File: src/rtl/tc_attach_pkg.sv
package tc_attach_pkg;

  localparam logic [2:0] CC_OPEN    = 3'b000;
  localparam logic [2:0] CC_RA      = 3'b001;
  localparam logic [2:0] CC_RD      = 3'b010;
  localparam logic [2:0] CC_RP_DEF  = 3'b100;
  localparam logic [2:0] CC_RP_MED  = 3'b101;
  localparam logic [2:0] CC_RP_HIGH = 3'b110;

  typedef enum logic [1:0] {
    ST_IDLE = 2'd0,
    ST_SRC  = 2'd1,
    ST_SNK  = 2'd2,
    ST_AUD  = 2'd3
  } att_state_e;

  function automatic logic is_pullup(input logic [2:0] c);
    return c[2] && (c[1:0] != 2'b11);
  endfunction

  function automatic logic is_open(input logic [2:0] c);
    return !(c == CC_RA || c == CC_RD || is_pullup(c));
  endfunction

  function automatic logic [1:0] pullup_mode(input logic [2:0] c);
    return c[1:0] + 2'd1;
  endfunction

endpackage

File: src/rtl/tc_debounce.sv
module tc_debounce #(
  parameter int W  = 1,
  parameter int CW = 8
) (
  input  logic          clk,
  input  logic          rst_n,
  input  logic          tick,
  input  logic [W-1:0]  d,
  input  logic [CW-1:0] limit,
  output logic [W-1:0]  q
);

  logic [W-1:0]  cand_r, cand_n;
  logic [CW-1:0] cnt_r, cnt_n;
  logic [W-1:0]  q_r, q_n;

  always_comb begin
    cand_n = cand_r;
    cnt_n  = cnt_r;
    q_n    = q_r;
    if (d != cand_r) begin
      cand_n = d;
      cnt_n  = '0;
    end else if (cnt_r >= limit) begin
      q_n = cand_r;
    end else if (tick) begin
      cnt_n = cnt_r + 1'b1;
    end
  end

  always_ff @(posedge clk or negedge rst_n) begin
    if (!rst_n) begin
      cand_r <= '0;
      cnt_r  <= '0;
      q_r    <= '0;
    end else begin
      cand_r <= cand_n;
      cnt_r  <= cnt_n;
      q_r    <= q_n;
    end
  end

  assign q = q_r;

  a_r2_count_step: assert property (@(posedge clk) disable iff (!rst_n)
    (cnt_r != '0) |-> ((cnt_r == $past(cnt_r)) || (cnt_r == $past(cnt_r) + 1'b1)));

  a_r2_settle_only: assert property (@(posedge clk) disable iff (!rst_n)
    !$stable(q_r) |-> $past((d == cand_r) && (cnt_r >= limit)));

endmodule

File: src/rtl/tc_deb_select.sv
module tc_deb_select #(
  parameter int CW    = 8,
  parameter int T_SEL0 = 168,
  parameter int T_SEL1 = 118,
  parameter int T_SEL2 = 134,
  parameter int T_SEL3 = 152
) (
  input  logic [1:0]    sel,
  output logic [CW-1:0] limit
);

  always_comb begin
    unique case (sel)
      2'b00:   limit = CW'(T_SEL0);
      2'b01:   limit = CW'(T_SEL1);
      2'b10:   limit = CW'(T_SEL2);
      default: limit = CW'(T_SEL3);
    endcase
  end

endmodule

File: src/rtl/tc_attach_fsm.sv
module tc_attach_fsm
  import tc_attach_pkg::*;
(
  input  logic       clk,
  input  logic       rst_n,
  input  logic       role_src,
  input  logic [5:0] cc_pair,
  input  logic       vbus_ok,
  output logic       attached,
  output logic       orient,
  output logic [1:0] cur_mode,
  output logic       id_n,
  output logic       audio_n
);

  att_state_e st_r, st_n;
  logic       orient_r, orient_n;
  logic [1:0] mode_r, mode_n;
  logic [2:0] s1, s2, act;

  assign s1  = cc_pair[2:0];
  assign s2  = cc_pair[5:3];
  assign act = orient_r ? s2 : s1;

  always_comb begin
    st_n     = st_r;
    orient_n = orient_r;
    mode_n   = mode_r;
    unique case (st_r)
      ST_IDLE: begin
        orient_n = 1'b0;
        mode_n   = 2'b00;
        if (role_src) begin
          if (s1 == CC_RD && s2 != CC_RD) begin
            st_n = ST_SRC;
          end else if (s2 == CC_RD && s1 != CC_RD) begin
            st_n     = ST_SRC;
            orient_n = 1'b1;
          end else if (s1 == CC_RA && s2 == CC_RA) begin
            st_n = ST_AUD;
          end
        end else if (vbus_ok) begin
          if (is_pullup(s1) && is_open(s2)) begin
            st_n   = ST_SNK;
            mode_n = pullup_mode(s1);
          end else if (is_pullup(s2) && is_open(s1)) begin
            st_n     = ST_SNK;
            orient_n = 1'b1;
            mode_n   = pullup_mode(s2);
          end
        end
      end
      ST_SRC: begin
        if (!(role_src && act == CC_RD)) begin
          st_n     = ST_IDLE;
          orient_n = 1'b0;
        end
      end
      ST_SNK: begin
        if (!role_src && vbus_ok && is_pullup(act)) begin
          mode_n = pullup_mode(act);
        end else begin
          st_n     = ST_IDLE;
          orient_n = 1'b0;
          mode_n   = 2'b00;
        end
      end
      default: begin
        if (!(role_src && s1 == CC_RA && s2 == CC_RA)) st_n = ST_IDLE;
      end
    endcase
  end

  always_ff @(posedge clk or negedge rst_n) begin
    if (!rst_n) begin
      st_r     <= ST_IDLE;
      orient_r <= 1'b0;
      mode_r   <= 2'b00;
    end else begin
      st_r     <= st_n;
      orient_r <= orient_n;
      mode_r   <= mode_n;
    end
  end

  assign attached = (st_r == ST_SRC) || (st_r == ST_SNK);
  assign orient   = orient_r;
  assign cur_mode = mode_r;
  assign id_n     = (st_r != ST_SRC);
  assign audio_n  = (st_r != ST_AUD);

  a_r5_audio_excl: assert property (@(posedge clk) disable iff (!rst_n)
    !(attached && !audio_n));

  a_r9_mode_sink_only: assert property (@(posedge clk) disable iff (!rst_n)
    (cur_mode != 2'b00) |-> (attached && id_n));

  a_r7_vbus_needed: assert property (@(posedge clk) disable iff (!rst_n)
    (st_r == ST_SNK) |-> $past(vbus_ok));

  a_r8_clear_on_detach: assert property (@(posedge clk) disable iff (!rst_n)
    $fell(attached) |-> (!orient && cur_mode == 2'b00));

  a_r3_id_source: assert property (@(posedge clk) disable iff (!rst_n)
    !id_n |-> (attached && $past(role_src)));

endmodule

File: src/rtl/tc_attach_det.sv
module tc_attach_det #(
  parameter int DEB_SEL0 = 168,
  parameter int DEB_SEL1 = 118,
  parameter int DEB_SEL2 = 134,
  parameter int DEB_SEL3 = 152,
  parameter int VBUS_MS  = 2
) (
  input  logic       clk,
  input  logic       rst_n,
  input  logic       ms_tick,
  input  logic       role_src,
  input  logic [1:0] deb_sel,
  input  logic [2:0] cc1_state,
  input  logic [2:0] cc2_state,
  input  logic       vbus_raw,
  output logic       attached,
  output logic       orient,
  output logic [1:0] cur_mode,
  output logic       id_n,
  output logic       audio_n
);

  localparam int MAX_A  = (DEB_SEL0 > DEB_SEL1) ? DEB_SEL0 : DEB_SEL1;
  localparam int MAX_B  = (DEB_SEL2 > DEB_SEL3) ? DEB_SEL2 : DEB_SEL3;
  localparam int MAX_T  = (MAX_A > MAX_B) ? MAX_A : MAX_B;
  localparam int CC_CW  = $clog2(MAX_T + 1);
  localparam int VB_CW  = $clog2(VBUS_MS + 1);

  logic             rsync1_r, rsync2_r, rst_i_n;
  logic [CC_CW-1:0] cc_limit;
  logic [5:0]       cc_raw, cc_stable;
  logic             vbus_ok;

  always_ff @(posedge clk or negedge rst_n) begin
    if (!rst_n) begin
      rsync1_r <= 1'b0;
      rsync2_r <= 1'b0;
    end else begin
      rsync1_r <= 1'b1;
      rsync2_r <= rsync1_r;
    end
  end
  assign rst_i_n = rsync2_r;

  assign cc_raw = {cc2_state, cc1_state};

  tc_deb_select #(
    .CW(CC_CW), .T_SEL0(DEB_SEL0), .T_SEL1(DEB_SEL1),
    .T_SEL2(DEB_SEL2), .T_SEL3(DEB_SEL3)
  ) u_sel (
    .sel   (deb_sel),
    .limit (cc_limit)
  );

  tc_debounce #(.W(6), .CW(CC_CW)) u_cc_deb (
    .clk   (clk),
    .rst_n (rst_i_n),
    .tick  (ms_tick),
    .d     (cc_raw),
    .limit (cc_limit),
    .q     (cc_stable)
  );

  tc_debounce #(.W(1), .CW(VB_CW)) u_vbus_deb (
    .clk   (clk),
    .rst_n (rst_i_n),
    .tick  (ms_tick),
    .d     (vbus_raw),
    .limit (VB_CW'(VBUS_MS)),
    .q     (vbus_ok)
  );

  tc_attach_fsm u_fsm (
    .clk      (clk),
    .rst_n    (rst_i_n),
    .role_src (role_src),
    .cc_pair  (cc_stable),
    .vbus_ok  (vbus_ok),
    .attached (attached),
    .orient   (orient),
    .cur_mode (cur_mode),
    .id_n     (id_n),
    .audio_n  (audio_n)
  );

  a_r1_reset_quiet: assert property (@(posedge clk)
    (!rsync2_r) |=> (!attached && id_n && audio_n && cur_mode == 2'b00));

endmodule

File: config.mk
export PLATFORM = sky130hd
export DESIGN_NAME = tc_attach_det
export DESIGN_NICKNAME = d
export VERILOG_FILES = /design/src/rtl/tc_attach_pkg.sv /design/src/rtl/tc_debounce.sv /design/src/rtl/tc_deb_select.sv /design/src/rtl/tc_attach_fsm.sv /design/src/rtl/tc_attach_det.sv
export SDC_FILE = /design/constraint.sdc
export NUM_CORES = 1
export LEC_CHECK = 0
export CORE_ASPECT_RATIO = 0.8
export CORE_MARGIN = 2
export CORE_UTILIZATION = 45
export DETAILED_ROUTE_END_ITERATION = 8
export GPL_ROUTABILITY_DRIVEN = 0
export MAX_ROUTING_LAYER = met4
export PLACE_DENSITY = 0.69
export SETUP_SLACK_MARGIN = 0.05
export SYNTH_ARGS = -nofsm -noshare
export SYNTH_HDL_FRONTEND = slang
export SYNTH_SLANG_ARGS = --single-unit
File: constraint.sdc
create_clock -name clk -period 3.13 [get_ports clk]
set_input_delay 0.939 -clock clk [delete_from_list [all_inputs] [get_ports clk]]
set_output_delay 0.939 -clock clk [all_outputs]
set_load 0.02 [all_outputs]
==> metrics <==
layout cells sized above 1=0.171; number of global-route vias before repair=~1,500; Period minus WS final=~2.9 ns; kind of end point of the critical path=flip-flop; Slew HR=0.645; period utilisation layout=0.938; Max FO, Critical Path=4; clock net sink count=31; Slew Viols, Final=0; Final Hold Fails=0; Max Fclk=340 MHz; CP Data Arrival Time=between 3 and 4 ns; Fill cells=between 300 and 400; clock buffer depth=2; CP startpoint kind=input pin; pwr dens=449 nW/µm²; post-synthesis sequential area ratio=0.383; Synth cell types=43; # diodes=0; commonest non-fill, non-tap cells in the layout=31 x dfrtp_1, 27 x ha_1, 18 x inv_1; Wirelength per Cell=~14 µm; internal power=0.000743 W; initial core utilization=0.476; power share of the combinational group=0.299; worst slew pin tran=between 0.5 and 0.6 ns; fin worst setup slack=around 0.19 ns; 1st-pass router iterations=4; initial antenna violation count=0; Final ANT Viol Nets=0; Crit path required time=between 3 and 4 ns; Yosys reg bits=31; most common cell after layout, fill and taps aside=dfrtp_1; class of the most critical setup path=in2reg; Nets=roughly 280; Num CTS Buffers=5; Vias=around 1,600; worst vdd ir=around 310 µV; die span in y=approximately 64 µm; final setup fails=0; Flop pwr share=0.422; grt ovf=0; power share of the clock group=0.279; Hold Path Class=reg2async; Via density=5.37; Main synth FF type=dfrtp_1; boundary pin count=19; Mapped Cells=208; DP HPWL=2980 µm; Area Growth Syn to Fin=20.3%; Clk Latency, worst-skew pair=about 0.29 ns; post-synthesis instance area=2020 µm²; syn nets=between 200 and 300; max cap viols=0; CTS tree=done; Core Box Area=~4300 µm²; status=complete, no violations; final total power=0.00109 W; P_leak=about 1.1 nW; Reg clk slew, reported paths=0.07 ns; Die X=79.0 µm; root buffer cell=clkbuf_8; Post-synth EDFFs=0; global-route wire length before repair=7160 µm; number of buffers added on ports=18; drt total wl=between 4000 and 5000 µm; RSZ-0062 raised after global routing=false; pre-CTS setup slack=-0.212 ns; yosys warns=0; Avg Inst Size Synth=roughly 10 µm²; final cell count without fillers=slightly below 300; H-tree depth=2; fraction of registers with async set/reset=1.00; P_sw=0.000350 W; DRC=0; largest net degree at the start of global routing=28; Die ar.=5050 µm²; Sw Ratio=0.320; DR iter-0 viols=71; clk_skew=approximately 0.005 ns; GRT Overall Usage=0.188; cell row count=21; placed insts=282
[flip-flops by register name (all words and copies together) (netlist names)]
name and flops:
u_vbus_deb.cand_r 1, u_fsm.st_r 2, rsync1_r 1, u_fsm.orient 1, u_cc_deb.cand_r 6, u_vbus_deb.q 1, rst_i_n 1, u_vbus_deb.cnt_r 2
u_cc_deb.cnt_r 8, u_fsm.cur_mode 2, u_cc_deb.q 6
[what timing repair did]
| item | 4_1_cts | 5_1_grt |
|---|---|---|
| endpoints found under the setup margin | 0 | 6 |
| hold buffers | 0 | 0 |
| gates resized for setup | 0 | 12 |
| buffers inserted | 0 | 1 |
[layer usage]
| layer | vias to the layer above | global-route usage | part of all wire |
|---|---|---|---|
| li1 | 776 | - | - |
| met1 | 750 | 0.260 | 0.51 |
| met2 | 31 | 0.266 | 0.43 |
| met3 | 5 | 0.0466 | 0.051 |
| met4 | 0 | 0.0711 | 0.011 |
| met5 | - | - | 0 |
[critical path, stage by stage]
cell,delay [ns]
clkdlybuf4s50_1,0.49
inv_2,0.07
ha_1,0.18
ha_1,0.33
a21oi_1,0.19
o21a_1,0.22
nand2_2,0.10
or4_4,0.49
a21oi_2,0.14
[stage by stage]
step                       util  instance area (µm²)  hold WS [ns]  setup TNS (ns)
after floorplan               -                 2020         0.331               0
after global placement    0.541                 2300        0.0317           -1.39
after detailed placement  0.541                 2300        0.0354           -1.69
after CTS                 0.560                 2380        0.0416               0
after global routing      0.572                 2440        0.0458               0
final                     0.572                 2440        0.0362               0
[layout make-up]
class | count | area, µm² | share of cell area
multi-input combinational | 149 | 1190 | 0.487
sequential | 31 | 776 | 0.318
timing repair buffer | 27 | 250 | 0.103
clock buffer | 7 | 76.3 | 0.0313
inverter | 19 | 71.3 | 0.0293
tap | 57 | 71.3 | 0.0293
clock inverter | 1 | 5.00 | 0.00205
[synth_stat cells (all sizes together) (2+ instances only)]
library cell,count,area [µm²]
clkbuf,9,33.8
xnor2,6,52.6
inv,19,71.3
nand4,2,12.5
nand3,4,20.0
nor3,2,10.0
a221o,2,20.0
o31ai,6,45.0
nand2b,4,25.0
nand2,16,60.1
mux2i,3,30.0
o22ai,2,12.5
a21oi,12,63.8
o21ai,12,60.1
nor2,10,37.5
o211ai,2,15.0
or2,2,12.5
nor2b,3,18.8
ha,29,363
and2,2,12.5
mux2,7,82.6
dfrtp,31,776
or3,2,12.5
or4,6,45.0
[power by group through the flow]
stage	sequential, W	combinational, W	clock [W]
after floorplan	0.000466	0.000213	0
after global placement	0.000467	0.000315	0
after detailed placement	0.000468	0.000323	0
after CTS	0.000461	0.000324	0.000317
after global routing	0.000466	0.000361	0.000335
final	0.000461	0.000326	0.000305
[final timing paths]
check / start / end / slack, ns / cells after the start
setup / recovery: deb_sel[1] / u_cc_deb.cnt_r[3] / 0.19 / 9
hold / removal: rst_i_n / u_vbus_deb.cnt_r[1] / 0.04 / 0
setup reg to reg: u_cc_deb.q[0] / u_fsm.st_r[1] / 0.93 / 9
hold reg to reg: rst_i_n / u_vbus_deb.cnt_r[1] / 0.04 / 0
max in group asynchronous: rst_n / rsync1_r / 2.21 / 1
min in group clk: rsync1_r / rst_i_n / 0.36 / 0
[cells by family (layout without fill, tap and decap cells)]
kind of cell,count (synthesis),after routing,share of synthesized area
flip-flops,31,31,0.383
AO/OA/AOI/OAI,43,43,0.138
multiplexers,10,10,0.0556
buffers and inverters,28,54,0.0519
XOR/XNOR,7,7,0.0303
adder cells (fa/ha/maj),29,29,0.179
AND/OR/NAND/NOR,59,59,0.159
other,1,1,0.00185
No activity file was read; power rests on OpenSTA's default activity.
